### config.mk
export PLATFORM = sky130hd
export DESIGN_NAME = stretch_conv_ctrl
export DESIGN_NICKNAME = d
export VERILOG_FILES = /design/src/rtl/stretch_conv_pkg.sv /design/src/rtl/stretch_conv_fsm.sv /design/src/rtl/stretch_conv_dp.sv /design/src/rtl/stretch_conv_ctrl.sv
export SDC_FILE = /design/constraint.sdc
export NUM_CORES = 1
export LEC_CHECK = 0
export BUFFER_PORTS_ARGS = -buffer_cell sky130_fd_sc_hd__buf_2
export CORE_MARGIN = 5
export CORE_UTILIZATION = 47
export CTS_CLUSTER_DIAMETER = 40
export DETAILED_ROUTE_END_ITERATION = 8
export GPL_TIMING_DRIVEN = 0
export PLACE_DENSITY = 0.75
export SYNTH_ARGS = -nofsm -noshare
export SYNTH_HDL_FRONTEND = slang
export SYNTH_HIERARCHICAL = 1
export SYNTH_SLANG_ARGS = --single-unit
### constraint.sdc
create_clock -name clk -period 2.36 [get_ports clk]
set_clock_uncertainty 0.2 [all_clocks]
set_input_delay 0.236 -clock clk [delete_from_list [all_inputs] [get_ports clk]]
set_output_delay 0.236 -clock clk [all_outputs]
set_load 0.03 [all_outputs]
### src/rtl/stretch_conv_pkg.sv
package stretch_conv_pkg;

  typedef enum logic [1:0] {
    PH_IDLE  = 2'd0,
    PH_TRACK = 2'd1,
    PH_CONV  = 2'd2,
    PH_DONE  = 2'd3
  } phaseT;

  // strobes from control to datapath
  typedef struct packed {
    logic holding;    // bus currently stretched
    logic startConv;  // launch a conversion
    logic resetIdx;   // restart slot index
    logic nextIdx;    // advance slot index
    logic storeRes;   // write the returned result
    logic handoff;    // pass transfer to external-clock path
    logic clrXfer;    // new transfer: clear sticky flags
  } strobeT;

endpackage

### src/rtl/stretch_conv_fsm.sv
module stretch_conv_fsm
  import stretch_conv_pkg::*;
(
  input  logic   clk,
  input  logic   rstN,
  input  logic   startCond,
  input  logic   sclRise,
  input  logic   sclFall,
  input  logic   addrMatch,
  input  logic   extMode,
  input  logic   atAddrEnd,
  input  logic   atAckSlot,
  input  logic   convDone,
  input  logic   lastSlot,
  output strobeT st,
  output logic   trackEn,
  output logic   sclHold,
  output logic   pwrDownReq
);

  phaseT phase, phaseNext;

  always_ff @(posedge clk or negedge rstN) begin
    if (!rstN) phase <= PH_IDLE;
    else       phase <= phaseNext;
  end

  always_comb begin
    phaseNext = phase;
    st        = '0;
    st.holding = (phase == PH_CONV);
    unique case (phase)
      PH_IDLE: begin
        if (startCond) st.clrXfer = 1'b1;
        else if (sclRise && atAddrEnd && addrMatch) begin
          if (extMode) st.handoff = 1'b1;
          else         phaseNext  = PH_TRACK;
        end
      end
      PH_TRACK: begin
        if (startCond) begin
          st.clrXfer = 1'b1;
          phaseNext  = PH_IDLE;
        end else if (sclFall && atAckSlot) begin
          st.startConv = 1'b1;
          st.resetIdx  = 1'b1;
          phaseNext    = PH_CONV;
        end
      end
      PH_CONV: begin
        if (convDone) begin
          st.storeRes = 1'b1;
          if (lastSlot) phaseNext = PH_DONE;
          else begin
            st.startConv = 1'b1;
            st.nextIdx   = 1'b1;
          end
        end
      end
      PH_DONE: begin
        if (startCond) begin
          st.clrXfer = 1'b1;
          phaseNext  = PH_IDLE;
        end
      end
      default: phaseNext = PH_IDLE;
    endcase
  end

  assign trackEn    = (phase == PH_TRACK);
  assign sclHold    = (phase == PH_CONV);
  assign pwrDownReq = (phase == PH_DONE);

endmodule

### src/rtl/stretch_conv_dp.sv
module stretch_conv_dp
  import stretch_conv_pkg::*;
#(
  parameter int RES_W         = 12,
  parameter int SLOTS         = 12,
  parameter int STRETCH_LIMIT = 1000,
  localparam int IDX_W        = (SLOTS > 1) ? $clog2(SLOTS) : 1,
  localparam int TMR_W        = $clog2(STRETCH_LIMIT + 1)
)(
  input  logic             clk,
  input  logic             rstN,
  input  strobeT           st,
  input  logic             startCond,
  input  logic             sclRise,
  input  logic             cfgLoad,
  input  logic             cfgExtClk,
  input  logic             convDone,
  input  logic [RES_W-1:0] convData,
  output logic             atAddrEnd,
  output logic             atAckSlot,
  output logic             idxAtMax,
  output logic             convStart,
  output logic [IDX_W-1:0] seqIdx,
  output logic             memWe,
  output logic [IDX_W-1:0] memAddr,
  output logic [RES_W-1:0] memData,
  output logic             timeoutErr,
  output logic             extMode,
  output logic             extHandoff
);

  localparam logic [3:0]       BIT_MAX = 4'd15;
  localparam logic [IDX_W-1:0] IDX_TOP = IDX_W'(SLOTS - 1);
  localparam logic [TMR_W-1:0] TMR_TOP = TMR_W'(STRETCH_LIMIT);
  localparam logic [TMR_W-1:0] TMR_HIT = TMR_W'(STRETCH_LIMIT - 1);

  logic [3:0]       bitCnt;
  logic [IDX_W-1:0] idx;
  logic [TMR_W-1:0] stretchTmr;

  // rising-edge count of the current byte window since START
  always_ff @(posedge clk or negedge rstN) begin
    if (!rstN)                          bitCnt <= '0;
    else if (startCond)                 bitCnt <= '0;
    else if (sclRise && bitCnt != BIT_MAX) bitCnt <= bitCnt + 4'd1;
  end

  assign atAddrEnd = (bitCnt == 4'd7);
  assign atAckSlot = (bitCnt == 4'd9);

  always_ff @(posedge clk or negedge rstN) begin
    if (!rstN)                          idx <= '0;
    else if (st.resetIdx)               idx <= '0;
    else if (st.nextIdx && idx != IDX_TOP) idx <= idx + 1'b1;
  end

  assign idxAtMax = (idx == IDX_TOP);
  assign seqIdx   = idx;

  always_ff @(posedge clk or negedge rstN) begin
    if (!rstN) begin
      convStart  <= 1'b0;
      memWe      <= 1'b0;
      memAddr    <= '0;
      memData    <= '0;
      extHandoff <= 1'b0;
      extMode    <= 1'b0;
    end else begin
      convStart  <= st.startConv;
      memWe      <= st.storeRes;
      extHandoff <= st.handoff;
      if (st.storeRes) begin
        memAddr <= idx;
        memData <= convData;
      end
      if (cfgLoad) extMode <= cfgExtClk;
    end
  end

  // per-conversion stretch watchdog
  always_ff @(posedge clk or negedge rstN) begin
    if (!rstN) begin
      stretchTmr <= '0;
      timeoutErr <= 1'b0;
    end else begin
      if (st.startConv)                          stretchTmr <= '0;
      else if (st.holding && stretchTmr != TMR_TOP) stretchTmr <= stretchTmr + 1'b1;
      if (st.clrXfer)                            timeoutErr <= 1'b0;
      else if (st.holding && !convDone && stretchTmr == TMR_HIT) timeoutErr <= 1'b1;
    end
  end

endmodule

### src/rtl/stretch_conv_ctrl.sv
module stretch_conv_ctrl
  import stretch_conv_pkg::*;
#(
  parameter int RES_W         = 12,
  parameter int SLOTS         = 12,
  parameter int STRETCH_LIMIT = 1000,
  localparam int IDX_W        = (SLOTS > 1) ? $clog2(SLOTS) : 1
)(
  input  logic             clk,
  input  logic             rstN,
  input  logic             startCond,
  input  logic             sclRise,
  input  logic             sclFall,
  input  logic             addrMatch,
  input  logic             cfgLoad,
  input  logic             cfgExtClk,
  input  logic             seqLast,
  input  logic             convDone,
  input  logic [RES_W-1:0] convData,
  output logic             trackEn,
  output logic             sclHold,
  output logic             convStart,
  output logic [IDX_W-1:0] seqIdx,
  output logic             memWe,
  output logic [IDX_W-1:0] memAddr,
  output logic [RES_W-1:0] memData,
  output logic             pwrDownReq,
  output logic             timeoutErr,
  output logic             extMode,
  output logic             extHandoff
);

  strobeT st;
  logic   atAddrEnd, atAckSlot, idxAtMax;

  stretch_conv_fsm u_fsm (
    .clk        (clk),
    .rstN       (rstN),
    .startCond  (startCond),
    .sclRise    (sclRise),
    .sclFall    (sclFall),
    .addrMatch  (addrMatch),
    .extMode    (extMode),
    .atAddrEnd  (atAddrEnd),
    .atAckSlot  (atAckSlot),
    .convDone   (convDone),
    .lastSlot   (seqLast | idxAtMax),
    .st         (st),
    .trackEn    (trackEn),
    .sclHold    (sclHold),
    .pwrDownReq (pwrDownReq)
  );

  stretch_conv_dp #(
    .RES_W         (RES_W),
    .SLOTS         (SLOTS),
    .STRETCH_LIMIT (STRETCH_LIMIT)
  ) u_dp (
    .clk        (clk),
    .rstN       (rstN),
    .st         (st),
    .startCond  (startCond),
    .sclRise    (sclRise),
    .cfgLoad    (cfgLoad),
    .cfgExtClk  (cfgExtClk),
    .convDone   (convDone),
    .convData   (convData),
    .atAddrEnd  (atAddrEnd),
    .atAckSlot  (atAckSlot),
    .idxAtMax   (idxAtMax),
    .convStart  (convStart),
    .seqIdx     (seqIdx),
    .memWe      (memWe),
    .memAddr    (memAddr),
    .memData    (memData),
    .timeoutErr (timeoutErr),
    .extMode    (extMode),
    .extHandoff (extHandoff)
  );

endmodule

# Word-level counts from Yosys, hierarchy flattened

Index checks and enable logic that the tools add are counted.

Register bits after elaboration: 41
Bits of input ports: 22
Output and inout port bits: 28
Logic and storage cells: 79

Add/subtract/negate cells: 3
Equality and inequality tests: 17
Multiplexer cells: 31
Bitwise operators: 1
Reduce and logical (&&, ||, !) cells: 16

Operator list:

| kind                    | count |
|---|---|
| $mux W2                 | 12 |
| $mux W10                | 2 |
| $mux W4                 | 4 |
| $mux W1                 | 11 |
| $add A10 B1 Y10 const B | 1 |
| $eq A10 B10 Y1 const B  | 1 |
| $ne A10 B10 Y1 const B  | 1 |
| $add A4 B1 Y4 const B   | 2 |
| $eq A4 B4 Y1 const B    | 2 |
| $logic_and A1 B1 Y1     | 8 |
| $ne A2 B2 Y1 const B    | 4 |
| $ne A4 B4 Y1 const B    | 2 |
| $pmux W2 S4             | 1 |
| $reduce_bool A2 Y1      | 4 |
| $reduce_and A7 Y1       | 1 |
| $eq A2 B2 Y1 const B    | 2 |
| $eq A4 B3 Y1 const B    | 1 |
| $ne A2 B1 Y1 const B    | 2 |
| $ne A3 B2 Y1 const B    | 1 |
| $reduce_or A3 Y1        | 1 |
| $eq A2 B1 Y1 const B    | 1 |
| $logic_not A2 Y1        | 1 |
| $pmux W1 S2             | 1 |
| $logic_not A1 Y1        | 1 |
| $or A1 B1 Y1            | 1 |

# Depth between registers and ports, before layout

Gate-level depths: netlist of the first run.

Word-level depth: 8
Gate-level depth with buffers: 8
Depth with buffers taken out: 7

# Hierarchy

Netlist of the first run, hierarchy kept.

Modules (own cells, without submodules):

| module            | instances | cells each | area each (um2) | seq. area each (um2) |
|---|---|---|---|---|
| stretch_conv_dp   | 1         | 147        | 1755.4          | 975.9 |
| stretch_conv_fsm  | 1         | 29         | 267.8           | 50.0 |
| stretch_conv_ctrl | 1         | 1          | 6.3             | 0.0 |

# Worst setup path after synthesis of the first run

Ideal clock, no wire load.

Kind: reg2reg
Start: register u_dp.idx[0], in the netlist u_dp/seqIdx[0]
End: register u_dp.stretchTmr[8]
Library setup time: 0.125 ns
Arrival time: 2.115 ns
Required time: 2.035 ns
Slack: -0.080 ns
Cell stages (with the launch flop): 9
Buffers on the path: 1
Clock period less this slack: 2.440 ns
Cell sequence: dfrtp_1 > ha_1 > and3b_1 > or2_1 > nor2b_1 > o21a_1 > buf_2 > nor2_1 > mux2_2

RTL lines:

| item                   | RTL line              | source |
|---|---|---|
| from (decl)            | stretch_conv_dp.sv:38 | `logic [IDX_W-1:0] idx;` |
| from (signal assigned) | stretch_conv_dp.sv:54 | `else if (st.nextIdx && idx != IDX_TOP) idx <= idx + 1'b1;` |
| to (signal assigned)   | stretch_conv_dp.sv:87 | `else if (st.holding && stretchTmr != TMR_TOP) stretchTmr <= stretchTmr + 1'b1;` |
| to (decl)              | stretch_conv_dp.sv:39 | `logic [TMR_W-1:0] stretchTmr;` |

==> flow_metrics.env, run 1 <==
export IMPL_start_util=0.497
export IMPL_tightest_slew_ps=867
export IMPL_grt_usage=0.159
export IMPL_rows=23
export IMPL_slowest_stage="dfrtp_2"
export IMPL_crit_chain="ha_1 -> and3b_1 -> or2_1 -> nor2b_4 -> o21a_1 -> buf_4 -> nor2_1 -> mux2_2"
export IMPL_max_slew_margin=0.422
export IMPL_crit_path_max_incr_delay_ps=440
export IMPL_setup_viol=0
export IMPL_clock_path_buffers=2
export IMPL_p_per_area_nw_per_um2=1110
export IMPL_synth_top_family_by_area="simple AND/OR/NAND/NOR gates"
export IMPL_yosys_most_used_dff="dfrtp_1"
export IMPL_synthSimpleGateAreaFrac=0.181
export IMPL_p_int_mw=1.78
export IMPL_synth_top_area_share=0.506
export IMPL_yosys_top_cells_area="dfrtp_1, mux2_2, ha_1"
export IMPL_stdcell_count=302
export IMPL_htreeDepth=2
export IMPL_area_growth_pct=30.5
export IMPL_ys_ff_latch=41
export IMPL_cts_tree="done"
export IMPL_wl_per_cell_microns=13.7
export IMPL_antenna_cells=0
export IMPL_p_leak_nw=1.26
export IMPL_synth_area_sq_um=2030
export IMPL_fin_crit_sh=0.948
export IMPL_r2r_end="u_dp/stretchTmr[0]$_DFFE_PN0P_"
export IMPL_reg2reg_depth=8
export IMPL_grt_overflow=0
export IMPL_end_kind="flip-flop"
export IMPL_drt_pass1_iterations=4
export IMPL_cap_violations=0
export IMPL_max_freq_mhz=447
export IMPL_antenna_found_initial=0
export IMPL_drcViolationCount=0
export IMPL_final_common_cell="buf_2"
export IMPL_clkTransAtPathRegs_ps=80
export IMPL_gp_congestion=0.755
export IMPL_grt_pass1_wl_microns=6940
export IMPL_endpoint="u_dp/stretchTmr[0]$_DFFE_PN0P_"
export IMPL_drt_iter0_drc=62
export IMPL_crit_type="reg2reg"
export IMPL_maxSlewViolCount=0
export IMPL_synthXorXnorAreaFrac=0.0129
export IMPL_synth_compound_area_share=0.0999
export IMPL_mostFrequentLayoutCells="buf_2, dfrtp_1, mux2_2"
export IMPL_portBuffers=49
export IMPL_required_ps=2340
export IMPL_grt_start_max_net_pins=42
export IMPL_critPathMaxFanout=10
export IMPL_vdd_drop_max_uv=710
export IMPL_seq_area_frac_synth=0.506
export IMPL_netlist_instances=177
export IMPL_synth_fa_ha_area_frac=0.0555
export IMPL_wl_microns=4130
export IMPL_fin_crit_ps=2240
export IMPL_io_pins=50
export IMPL_power_share_combinational=0.411
export IMPL_clk_latency_ps=290
export IMPL_fin_tns_setup_ps=0
export IMPL_worst_path_stages=8
export IMPL_syn_num_nets=208
export IMPL_synth_edf_count=0
export IMPL_p_sw_frac=0.397
export IMPL_final_util=0.648
export IMPL_synth_area_mux_share=0.118
export IMPL_pwr_share_seq=0.392
export IMPL_hp_class="in2reg"
export IMPL_core_sq_um=4090
export IMPL_grt_pass1_vias=1600
export IMPL_place_worst_setup_slack_ps=-89.4
export IMPL_ant_nets=0
export IMPL_status="completed"
export IMPL_critPathBufInv=1
export IMPL_grt_setup_unrepaired="false"
export IMPL_critPathTopFamily="simple AND/OR/NAND/NOR gates"
export IMPL_dp_cells=276
export IMPL_reg2reg_slack_ps=120
export IMPL_fin_nets=282
export IMPL_critPathLaunch="u_dp/seqIdx[0]$_DFFE_PN0P_"
export IMPL_crit_reg2reg_launch="u_dp/seqIdx[0]$_DFFE_PN0P_"
export IMPL_timing_final_ws_setup_ps=122
export IMPL_cts_sinks=41
export IMPL_die_width_microns=75.7
export IMPL_p_clk_frac=0.197
export IMPL_yosys_area_top_type="dfrtp_1"
export IMPL_ys_types=45
export IMPL_ys_warn_count=6
export IMPL_hold_viol_final=0
export IMPL_postSynth_asyncResetShare=1.00
export IMPL_arrival_ps=2210
export IMPL_avgSynthCellArea_sq_um=11.5
export IMPL_cts_root_buf="clkbuf_8"
export IMPL_critical_path_startpoint_type="flip-flop"
export IMPL_n_fill_cell=328
export IMPL_dp_hpwl_microns=2810
export IMPL_dieArea_sq_um=5730
export IMPL_vias=1548
export IMPL_layout_drive_gt1_share=0.373
export IMPL_die_h_microns=75.7
export IMPL_viasPerCell=5.13
export IMPL_numCtsBuffers=5
export IMPL_switching_power_mw=1.17
how the worst min path moves through the flow:
stage,to,slack [ps],start,cells after the start
floorplan,u_dp/bitCnt[0]$_DFFE_PN0P_,-260,rstN,0
global placement,u_dp/bitCnt[1]$_DFFE_PN0P_,210,rstN,1
detailed placement,u_dp/bitCnt[1]$_DFFE_PN0P_,220,rstN,1
CTS,u_dp/extHandoff$_DFF_PN0_,30,addrMatch,3
global route,u_dp/extHandoff$_DFF_PN0_,50,addrMatch,3
finish,u_dp/extHandoff$_DFF_PN0_,30,addrMatch,3
layer usage:
layer | vias to the layer above | GRT usage | wire length, microns
li1 | 782 | - | -
met1 | 719 | 0.200 | 1820
met2 | 42 | 0.269 | 1990
met3 | 5 | 0.0449 | 275
met4 | 0 | 0.0408 | 44
met5 | - | 0 | 0
repair_timing:
item | in CTS | in global routing
endpoints found under the hold margin | 57 | 0
resized for setup | 2 | 3
setup endpoints to repair | 9 | 2
setup buffers | 1 | 1
hold buffers | 16 | 0
power groups by stage:
stage / Clock [mW] / Combinational [mW] / Sequential (mW)
after floorplan: 0 / 0.605 / 1.43
after global placement: 0 / 1.17 / 1.16
after detailed placement: 0 / 1.19 / 1.17
after CTS: 0.598 / 1.22 / 1.15
after global routing: 0.628 / 1.33 / 1.20
final: 0.583 / 1.21 / 1.16
stage by stage:
step	power, mW	area, sq um	hold WS [ps]
floorplan	2.03	2030	-260
global placement	2.33	2340	211
detailed placement	2.35	2340	219
CTS	2.97	2630	34.3
global route	3.16	2650	49.7
finish	2.95	2650	31.5
area by class of cell:
cell class | instances | area [sq um] | share of cell area
Buffer | 4 | 25.0 | 0.00945
Clock inverter | 2 | 37.5 | 0.0142
Tap cell | 50 | 62.6 | 0.0236
Inverter | 9 | 33.8 | 0.0128
Timing Repair Buffer | 67 | 420 | 0.159
Clock buffer | 6 | 82.6 | 0.0312
Sequential cell | 41 | 1030 | 0.388
Multi-Input combinational cell | 123 | 960 | 0.362
cells in the mapped netlist (2+ instances only):
library cell,count
nand4_1,4
or3_1,5
o21a_1,2
inv_1,9
and3b_1,2
xor2_1,3
buf_2,2
nand2_1,9
and3_1,3
nor2b_1,6
ha_1,9
nand2b_1,2
a31oi_1,2
o31ai_1,2
dfrtp_1,41
o21ai_0,6
a21oi_1,10
or4_1,3
nor2_1,13
mux2_2,19
kinds of logic (layout without fill, tap and decap cells):
family | Yosys count | after routing
mux | 21 | 21
compound gates | 29 | 29
fa+ha+maj | 9 | 9
flops | 41 | 41
xor+xnor | 3 | 3
simple gates | 61 | 61
buf+inv | 13 | 88
worst reg2reg max path, delay by kind of cell, from the launching register on:
family                   cells  cell delay (ps)
adder cells (fa/ha/maj)      1              220
multiplexers                 1              260
flip-flops                   1              440
AO/OA/AOI/OAI                1              140
AND/OR/NAND/NOR              4              690
buffers and inverters        1              180
flip-flops by register name, indices dropped and copies added (netlist names), named ones only:
signal and flops:
u_fsm/phase 1, u_dp/extHandoff 1, u_dp/timeoutErr 1, u_dp/convStart 1, u_dp/memAddr 4, u_dp/memData 12, u_dp/bitCnt 4, u_dp/stretchTmr 10
u_dp/memWe 1, u_dp/extMode 1, u_dp/seqIdx 4
No activity file was read; power rests on OpenSTA's default activity.
==> run 2: changes to the inputs <==
--- a/config.mk
+++ b/config.mk
@@ -14,5 +14,4 @@
 export PLACE_DENSITY = 0.75
 export SYNTH_ARGS = -nofsm -noshare
 export SYNTH_HDL_FRONTEND = slang
-export SYNTH_HIERARCHICAL = 1
 export SYNTH_SLANG_ARGS = --single-unit
==> run 2 against run 1 <==
Critical path depth fell by 1. Clock-buffer cell count is 1 higher. Combinational power barely moved. Global-route usage hardly changed. Die area fell by 2.4%. First-iteration DRC count shrank 19%. Flip-flop and latch count is the same. Setup slack better by 37 ps. Power decreased by 4.2%.
==> flow_metrics.env, run 2 <==
export IMPL_status="completed"
export IMPL_dpl_cell_area_sq_um=2280
export IMPL_p_per_area_nw_per_um2=1120
export IMPL_clk_latency_ps=290
export IMPL_viasPerCell=5.04
export IMPL_vdd_drop_max_uv=684
export IMPL_seq_area_frac_synth=0.520
export IMPL_p_int_mw=1.68
export IMPL_stdcell_count=289
export IMPL_place_worst_setup_slack_ps=44.0
export IMPL_wl_microns=4000
export IMPL_clock_path_buffers=2
export IMPL_top_register="u_dp.memData"
export IMPL_vias=1456
export IMPL_synth_edf_count=0
export IMPL_hp_class="in2reg"
export IMPL_numCtsBuffers=5
export IMPL_largest_reg_flops=12
export IMPL_drcViolationCount=0
export IMPL_synth_top_cells_by_count="dfrtp_1, nor2_1, mux2_2"
export IMPL_dieArea_sq_um=5600
export IMPL_slowest_stage="nor3b_1"
export IMPL_final_common_cell="buf_2"
export IMPL_reg_largest_list="u_dp.memData (12), u_dp.stretchTmr (10)"
export IMPL_avgSynthCellArea_sq_um=11.8
export IMPL_setup_viol=0
export IMPL_final_area_sq_um=2530
export IMPL_grt_pass1_vias=1484
export IMPL_cts_root_buf="clkbuf_8"
export IMPL_arrival_ps=2180
export IMPL_crit_chain="inv_1 -> ha_1 -> nand4b_2 -> nor3b_1 -> o21a_1 -> buf_4 -> nor2_1"
export IMPL_start_util=0.490
export IMPL_antenna_found_initial=0
export IMPL_cts_sinks=41
export IMPL_area_growth_pct=28.4
export IMPL_netlist_instances=167
export IMPL_critPathMaxFanout=10
export IMPL_drt_pass1_iterations=4
export IMPL_yosys_area_top_type="dfrtp_1"
export IMPL_grt_overflow=0
export IMPL_switching_power_mw=1.15
export IMPL_p_total_mw=2.83
export IMPL_fin_tns_setup_ps=0
export IMPL_postSynth_asyncResetShare=1.00
export IMPL_grt_pass1_wl_microns=6780
export IMPL_fin_nets=272
export IMPL_timing_hold_ws_ps=36.5
export IMPL_synth_most_common_cell="dfrtp_1"
export IMPL_yosys_most_used_dff="dfrtp_1"
export IMPL_power_share_combinational=0.429
export IMPL_maxSlewViolCount=0
export IMPL_rows=23
export IMPL_htreeDepth=2
export IMPL_die_h_microns=74.8
export IMPL_fin_crit_sh=0.933
export IMPL_ys_ff_latch=41
export IMPL_crit_path_max_incr_delay_ps=650
export IMPL_n_fill_cell=320
export IMPL_tightest_slew_ps=901
export IMPL_register_area_sq_um=1030
export IMPL_final_util=0.629
export IMPL_ant_nets=0
export IMPL_cap_violations=0
export IMPL_p_leak_nw=1.26
export IMPL_grt_usage=0.159
export IMPL_synth_top_area_share=0.520
export IMPL_dp_cells=265
export IMPL_ys_types=36
export IMPL_end_kind="flip-flop"
export IMPL_dp_hpwl_microns=2780
export IMPL_required_ps=2340
export IMPL_wl_per_cell_microns=13.8
export IMPL_p_sw_frac=0.406
export IMPL_mostFrequentLayoutCells="buf_2, dfrtp_1, nor2_1"
export IMPL_gp_congestion=0.812
export IMPL_core_sq_um=4030
export IMPL_hold_viol_final=0
export IMPL_io_pins=50
export IMPL_grt_start_max_net_pins=42
export IMPL_multi_input_area_sq_um=901
export IMPL_antenna_cells=0
export IMPL_max_slew_margin=0.399
export IMPL_grt_setup_unrepaired="false"
export IMPL_layout_drive_gt1_share=0.351
export IMPL_p_clk_frac=0.160
export IMPL_die_width_microns=74.8
export IMPL_syn_num_nets=200
export IMPL_pwr_share_seq=0.411
export IMPL_portBuffers=48
export IMPL_max_freq_mhz=454
export IMPL_cts_tree="done"
export IMPL_drt_iter0_drc=50
export IMPL_ys_warn_count=0
export IMPL_yosys_top_cells_area="dfrtp_1, mux2_2, ha_1"
export IMPL_synth_area_sq_um=1970
export IMPL_timing_final_ws_setup_ps=159
export IMPL_fin_crit_ps=2200
export IMPL_critical_path_startpoint_type="flip-flop"
export IMPL_clkTransAtPathRegs_ps=70
export IMPL_crit_type="reg2reg"
-- run 2: layout make-up --
type | instances | area share
buffer | 5 | 0.0109
sequential | 41 | 0.405
clock buffer | 7 | 0.0341
inverter | 7 | 0.0104
timing repair buffer | 65 | 0.160
tap | 50 | 0.0247
multi-input combinational | 114 | 0.355
-- run 2: power by group through the flow --
| stage | Combinational, mW | Sequential [mW] | Clock [mW] |
|---|---|---|---|
| floorplan | 0.589 | 1.44 | 0 |
| finish | 1.21 | 1.16 | 0.452 |
| global placement | 1.17 | 1.16 | 0 |
| CTS | 1.22 | 1.16 | 0.468 |
| global route | 1.33 | 1.20 | 0.503 |
| detailed placement | 1.19 | 1.17 | 0 |
-- run 2: cells by family (layout without fill, tap and decap cells) --
logic type               Yosys count  count (layout)  synth area share
buffers and inverters             12              84            0.0273
XOR/XNOR                          12              12            0.0532
flip-flops                        41              41             0.520
AO/OA/AOI/OAI                     13              13            0.0545
multiplexers                      21              21             0.118
adder cells (fa/ha/maj)           11              11            0.0697
AND/OR/NAND/NOR                   57              57             0.158
-- run 2: worst max-delay path: cells and delay by family, from the launching register on --
family	cells	cell delay, ps
simple gates	3	870
flops	1	420
buf+inv	2	240
compound gates	1	210
fa+ha+maj	1	150
-- run 2: timing repair --
action	CTS	global route
hold endpoints to repair	54	0
buffers inserted	0	2
gates resized for setup	0	1
hold buffers	15	0
endpoints found under the setup margin	0	9
-- run 2: metal layers --
metal / share of wire / wire length (microns) / up-vias / GRT usage
li1: - / - / 717 / -
met1: 0.45 / 1800 / 701 / 0.211
met2: 0.48 / 1900 / 33 / 0.246
met3: 0.063 / 251 / 5 / 0.0574
met4: 0.012 / 46 / 0 / 0.0474
met5: 0 / 0 / - / 0
-- run 2: final timing paths --
path                                             startpoint                             end  slack (ps)  depth (start not counted)
worst min register to register  u_dp.memData[3]$_DFFE_PN0P_     u_dp.memData[3]$_DFFE_PN0P_         310                          1
max in group asynchronous                              rstN      u_dp.bitCnt[1]$_DFFE_PN0P_         980                          2
worst max register to register   u_dp.bitCnt[1]$_DFFE_PN0P_  u_dp.stretchTmr[8]$_DFFE_PN0P_         160                          7
min in group asynchronous                              rstN  u_dp.stretchTmr[9]$_DFFE_PN0P_         410                          2
worst min-delay path                              addrMatch       u_dp.extHandoff$_DFF_PN0_          40                          3
worst max-delay path             u_dp.bitCnt[1]$_DFFE_PN0P_  u_dp.stretchTmr[8]$_DFFE_PN0P_         160                          7
